`config.mk`:
```
export PLATFORM = sky130hd
export DESIGN_NAME = gpc_counter
export DESIGN_NICKNAME = d
export VERILOG_FILES = /design/src/rtl/gpc_pkg.sv /design/src/rtl/gpc_col_pop.sv /design/src/rtl/gpc_weight_add.sv /design/src/rtl/gpc_out_stage.sv /design/src/rtl/gpc_counter.sv
export SDC_FILE = /design/constraint.sdc
export NUM_CORES = 1
export LEC_CHECK = 0
export ABC_CLOCK_PERIOD_IN_PS = 2370
export BUFFER_PORTS_ARGS = -buffer_cell sky130_fd_sc_hd__buf_2
export CAP_MARGIN = 20
export CELL_PAD_IN_SITES_DETAIL_PLACEMENT = 1
export CELL_PAD_IN_SITES_GLOBAL_PLACEMENT = 2
export CORE_UTILIZATION = 17
export DETAILED_ROUTE_END_ITERATION = 8
export GPL_ROUTABILITY_DRIVEN = 0
export PLACE_DENSITY = 0.88
export SYNTH_ARGS = -nofsm -noshare
export SYNTH_HDL_FRONTEND = slang
export SYNTH_SLANG_ARGS = --single-unit
```
`constraint.sdc`:
```
create_clock -name vclk -period 2.37
set_clock_uncertainty 0.15 [all_clocks]
set_input_delay 0 -clock vclk [all_inputs]
set_output_delay 0 -clock vclk [all_outputs]
set_load 0.01 [all_outputs]
```
`src/rtl/gpc_pkg.sv`:
```
// Package gpc_pkg
// Shared definitions for the generalized parallel counter set: the
// variant code and elaboration-time helpers that give, for each variant,
// how many bits of each column are summed and the largest possible sum.
// Assumes columns are numbered from the least significant (weight 1).
package gpc_pkg;

    typedef enum logic [1:0] {
        GPC_606  = 2'd0,
        GPC_1415 = 2'd1,
        GPC_1325 = 2'd2,
        GPC_PASS = 2'd3
    } gpc_kind_e;

    localparam int NUM_COLS = 4;

    // Number of bits of column 'col' that variant 'k' adds up.
    function automatic int used_bits(gpc_kind_e k, int col);
        int n;
        n = 0;
        case (k)
            GPC_606: begin
                if (col == 0 || col == 2) n = 6;
            end
            GPC_1415: begin
                case (col)
                    0: n = 5;
                    1: n = 1;
                    2: n = 4;
                    3: n = 1;
                    default: n = 0;
                endcase
            end
            GPC_1325: begin
                case (col)
                    0: n = 5;
                    1: n = 2;
                    2: n = 3;
                    3: n = 1;
                    default: n = 0;
                endcase
            end
            default: begin
                if (col == 0) n = 1;
            end
        endcase
        return n;
    endfunction

    // Largest weighted sum the variant can produce.
    function automatic int max_sum(gpc_kind_e k);
        int s;
        s = 0;
        for (int c = 0; c < NUM_COLS; c++) begin
            s = s + (used_bits(k, c) << c);
        end
        return s;
    endfunction

    // Width needed to hold a count of 0..n (at least one bit).
    function automatic int cnt_width(int n);
        return (n < 1) ? 1 : $clog2(n + 1);
    endfunction

endpackage

```
`src/rtl/gpc_col_pop.sv`:
```
// Module gpc_col_pop
// Counts the ones among the low USE_W bits of one column input.
// Bits above USE_W are ignored. USE_W may be zero, in which case
// the count is constant zero. Assumes USE_W <= IN_W.
module gpc_col_pop #(
    parameter int IN_W  = 6,
    parameter int USE_W = 6,
    parameter int CNT_W = 3
) (
    input  logic [IN_W-1:0]  bits_i,
    output logic [CNT_W-1:0] cnt_o
);

    generate
        if (USE_W == 0) begin : g_empty
            // Empty column: nothing is counted.
            logic unused_col;
            assign unused_col = ^bits_i;
            assign cnt_o = '0;
        end else begin : g_count
            // Population count of the used bits.
            always_comb begin
                cnt_o = '0;
                for (int i = 0; i < USE_W; i++) begin
                    cnt_o = cnt_o + CNT_W'(bits_i[i]);
                end
            end
            if (USE_W < IN_W) begin : g_mask
                // Bits beyond the used range are deliberately left out.
                logic unused_hi;
                assign unused_hi = ^bits_i[IN_W-1:USE_W];
            end
        end
    endgenerate

endmodule

```
`src/rtl/gpc_weight_add.sv`:
```
// Module gpc_weight_add
// Combines the four column counts into one binary word, shifting the
// count of column j left by j places. Assumes the caller has chosen
// SUM_W large enough that the weighted total cannot overflow.
module gpc_weight_add #(
    parameter int C0_W  = 3,
    parameter int C1_W  = 2,
    parameter int C2_W  = 3,
    parameter int C3_W  = 1,
    parameter int SUM_W = 5
) (
    input  logic [C0_W-1:0]  cnt0_i,
    input  logic [C1_W-1:0]  cnt1_i,
    input  logic [C2_W-1:0]  cnt2_i,
    input  logic [C3_W-1:0]  cnt3_i,
    output logic [SUM_W-1:0] sum_o
);

    logic [SUM_W-1:0] term0, term1, term2, term3;

    // Align each column count to its weight.
    always_comb begin
        term0 = SUM_W'(cnt0_i);
        term1 = SUM_W'(cnt1_i) << 1;
        term2 = SUM_W'(cnt2_i) << 2;
        term3 = SUM_W'(cnt3_i) << 3;
    end

    // Add the aligned terms as two balanced pairs.
    always_comb begin
        sum_o = (term0 + term1) + (term2 + term3);
    end

endmodule

```
`src/rtl/gpc_out_stage.sv`:
```
// Module gpc_out_stage
// Output stage of a counter. It is either a plain wire (REGISTERED = 0)
// or a register with synchronous active-low reset (REGISTERED = 1).
// In the wire form the clock and reset are unused.
module gpc_out_stage #(
    parameter int W          = 5,
    parameter bit REGISTERED = 1'b0
) (
    input  logic         clk,
    input  logic         rst_n,
    input  logic [W-1:0] d_i,
    output logic [W-1:0] q_o
);

    generate
        if (REGISTERED) begin : g_reg
            logic [W-1:0] q_r;
            // Capture the sum each cycle; clear it on reset.
            always_ff @(posedge clk) begin
                if (!rst_n) q_r <= '0;
                else        q_r <= d_i;
            end
            assign q_o = q_r;
        end else begin : g_wire
            // Combinational pass of the sum.
            logic unused_clk_rst;
            assign unused_clk_rst = clk ^ rst_n;
            assign q_o = d_i;
        end
    endgenerate

endmodule

```
`src/rtl/gpc_counter.sv`:
```
// Module gpc_counter
// One generalized parallel counter whose input pattern is picked by KIND.
// Each column is counted separately. The counts are weighted by
// their column position and added. The total can be registered.
// Assumes each COLn_W covers the widest use of that column and that
// SUM_W holds the variant's maximum sum.
module gpc_counter #(
    parameter gpc_pkg::gpc_kind_e KIND = gpc_pkg::GPC_606,
    parameter bit REGISTERED = 1'b0,
    parameter int COL0_W = 6,
    parameter int COL1_W = 2,
    parameter int COL2_W = 6,
    parameter int COL3_W = 1,
    parameter int SUM_W  = 5
) (
    input  logic              clk,
    input  logic              rst_n,
    input  logic [COL0_W-1:0] col0_i,
    input  logic [COL1_W-1:0] col1_i,
    input  logic [COL2_W-1:0] col2_i,
    input  logic [COL3_W-1:0] col3_i,
    output logic [SUM_W-1:0]  sum_o
);

    localparam int USE0 = gpc_pkg::used_bits(KIND, 0);
    localparam int USE1 = gpc_pkg::used_bits(KIND, 1);
    localparam int USE2 = gpc_pkg::used_bits(KIND, 2);
    localparam int USE3 = gpc_pkg::used_bits(KIND, 3);
    localparam int CW0  = gpc_pkg::cnt_width(USE0);
    localparam int CW1  = gpc_pkg::cnt_width(USE1);
    localparam int CW2  = gpc_pkg::cnt_width(USE2);
    localparam int CW3  = gpc_pkg::cnt_width(USE3);

    logic [CW0-1:0]   cnt0;
    logic [CW1-1:0]   cnt1;
    logic [CW2-1:0]   cnt2;
    logic [CW3-1:0]   cnt3;
    logic [SUM_W-1:0] sum_comb;

    gpc_col_pop #(.IN_W(COL0_W), .USE_W(USE0), .CNT_W(CW0)) u_pop0 (
        .bits_i(col0_i), .cnt_o(cnt0)
    );
    gpc_col_pop #(.IN_W(COL1_W), .USE_W(USE1), .CNT_W(CW1)) u_pop1 (
        .bits_i(col1_i), .cnt_o(cnt1)
    );
    gpc_col_pop #(.IN_W(COL2_W), .USE_W(USE2), .CNT_W(CW2)) u_pop2 (
        .bits_i(col2_i), .cnt_o(cnt2)
    );
    gpc_col_pop #(.IN_W(COL3_W), .USE_W(USE3), .CNT_W(CW3)) u_pop3 (
        .bits_i(col3_i), .cnt_o(cnt3)
    );

    gpc_weight_add #(
        .C0_W(CW0), .C1_W(CW1), .C2_W(CW2), .C3_W(CW3), .SUM_W(SUM_W)
    ) u_add (
        .cnt0_i(cnt0), .cnt1_i(cnt1), .cnt2_i(cnt2), .cnt3_i(cnt3),
        .sum_o(sum_comb)
    );

    gpc_out_stage #(.W(SUM_W), .REGISTERED(REGISTERED)) u_out (
        .clk(clk), .rst_n(rst_n), .d_i(sum_comb), .q_o(sum_o)
    );

endmodule

```
==> out/qor.csv <==
stage,metric,value,unit
finish,multi-input logic area,224,µm²
setup_path,"Buf+Inv Stages, Crit Path",4,
setup_path,slowest CP cell,fa_1,
floorplanning,die width,38.6,µm
clock_tree,postcts setup bufs,0,
power_and_ir_drop,Max VDD drop,0.177,mV
drt,drt initial violations,0,
finish,share of layout cells above drive strength 1,63.4,%
timing,final count of hold timing violations,0,
floorplanning,Ports,22,
min_path,hold path cells,3,
timing,RSZ-0062 raised after global routing,yes,
setup_path,crit end category,output pin,
status,outcome,"complete, no violations",
floorplanning,Die Ht,38.6,µm
setup_path,crit path kind,input port to output pin,
yosys,Syn Nets,51,
job,max_cap viols,0,
timing,fin crit share,99.2,%
yosys,Ys Warns,0,
global_route,All-Layer GR Usage,6.87,%
yosys,Mapped Cells,24,
yosys,sequential-to-total area share from yosys stat,0,%
yosys,"top cells by count, synth","13 x inv_1, 6 x fa_1, 4 x ha_1",
yosys,Mean Syn Cell Area,9.49,µm²
setup_path,"Largest delay share family, worst path",adder cells,
placement,IO Port Bufs,17,
global_route,initial antenna violation count,0,
finish,Layout Nets,70,
finish,Layout area overhead,73.1,%
floorplanning,FP Rows,12,
setup_path,"Max FO, Critical Path",1,
finish,number of clock buffers in the layout,0,
timing,Setup-failing EPs final,0,
yosys,cell with the most instances after synthesis,inv_1,
timing,Setup WS post-layout,0.0201,ns
drt,post-DR vias/cell,3.75,
timing,"Slew Viols, Final",0,
placement,detailed placement HPWL,389,µm
floorplanning,DIE AREA,1490,µm²
min_path,worst hold path type,input port to output pin,
timing,Slew HR,91.7,%
drt,total number of vias,206,
yosys,Synth cell types,4,
power_and_ir_drop,LEAKAGE,0.220,nW
power_and_ir_drop,Power Density,411,nW/µm²
min_path,hold endpoint,sum_o[0],
finish,Seq cells,0,
drt,Routed WL per cell,7.82,µm
global_route,vias in the first global route,197,
setup_path,critical path cell sequence,buf_2 -> ha_1 -> inv_2 -> fa_1 -> fa_2 -> inv_2 -> fa_1 -> ha_4 -> xor2_1 -> buf_2,
drt,Total Routed Length,430,µm
drt,ANT nets after route,0,
yosys,Synth top area share,52.7,%
floorplanning,total core area,1170,µm²
timing,minimum hold slack,0.240,ns
global_route,pin count of the biggest net entering global routing,2,
global_route,grt total ovfl,0,
yosys,ranking of synthesized cells by area,"fa_1 53%, ha_1 22%, inv_1 21%, xor2_1 3.8%",
setup_path,arrival time at the worst endpoint,2.20,ns
drt,# DRC,0,
drt,first drt pass iteration count,1,
finish,filler instances,140,
setup_path,CP required,2.22,ns
timing,Tmin final,2.35,ns
global_route,first-pass GRT wire length,738,µm
floorplanning,Initial Utilization,19.4,%
placement,Setup WS pre-CTS,-0.164,ns
setup_path,startpoint types,input port,
timing,worst slew pin tran,0.124,ns
timing,fmax,426,MHz
finish,ant diodes,0,
yosys,synthesized area,228,µm²
yosys,post-synth top area cell,fa_1,
clock_tree,cts hold-fix bufs,0,
min_path,worst min-delay path startpoint,col0_i[5],
finish,Reg area,0,µm²
setup_path,CP max stage delay,0.47,ns
layer usage:
metal,part of all wire (%),global-route usage [%],vias to the layer above,wire length (µm)
met5,0,0,-,0
met4,0,0,0,0
met1,39,8.19,93,168
met2,50,14.2,16,215
li1,-,-,97,-
met3,11,0,0,46
final cells by class:
class,instances,area share [%]
multi-input combinational,11,56.8
tap,14,4.44
timing repair buffer,17,26.3
inverter,13,12.4
logic make-up (layout without fill, tap and decap cells):
| kind of cell | count (synthesis) | count (layout) | share of synthesized area (%) |
|---|---|---|---|
| XOR/XNOR | 1 | 1 | 3.85 |
| adder cells (fa/ha/maj) | 10 | 10 | 74.7 |
| buffers and inverters | 13 | 30 | 21.4 |
worst max path at each step:
stage / end / from / cells after the start / slack (ns)
final: sum_o[4] / col2_i[0] / 10 / 0.02
after global placement: sum_o[4] / col0_i[0] / 11 / -0.14
after floorplan: sum_o[4] / col0_i[0] / 9 / 0.07
after global routing: sum_o[4] / col2_i[0] / 10 / -0.09
after detailed placement: sum_o[4] / col0_i[0] / 11 / -0.16
after CTS: sum_o[4] / col2_i[0] / 10 / -0.01
repair_timing:
item                       in CTS  in global routing
pin swaps                       1                  2
resized for setup               9                  5
setup endpoints to repair       2                  2
metrics by stage:
step,cell area [µm²],TNS (ns),cells,total power [mW],util (%)
floorplan,228,0,24,0.0787,-
CTS,379,-0.0147,55,0.148,32.4
finish,394,0,55,0.162,33.7
global placement,330,-0.209,55,0.119,28.2
global route,394,-0.0945,55,0.188,33.7
detailed placement,330,-0.254,55,0.122,28.2
cells in the final DEF (no fill, tap or decap):
cell	n
ha_1	1
inv_1	10
buf_6	3
ha_4	3
xor2_1	1
inv_2	3
fa_1	3
fa_2	3
buf_2	14
where the power goes:
part | leakage (nW) | switching [mW] | internal, mW
Combinational | 0.220 | 0.0763 | 0.0855
Sequential | 0 | 0 | 0
Clock | 0 | 0 | 0
Total | 0.220 | 0.0763 | 0.0855
(Power assumes the default switching activity.)
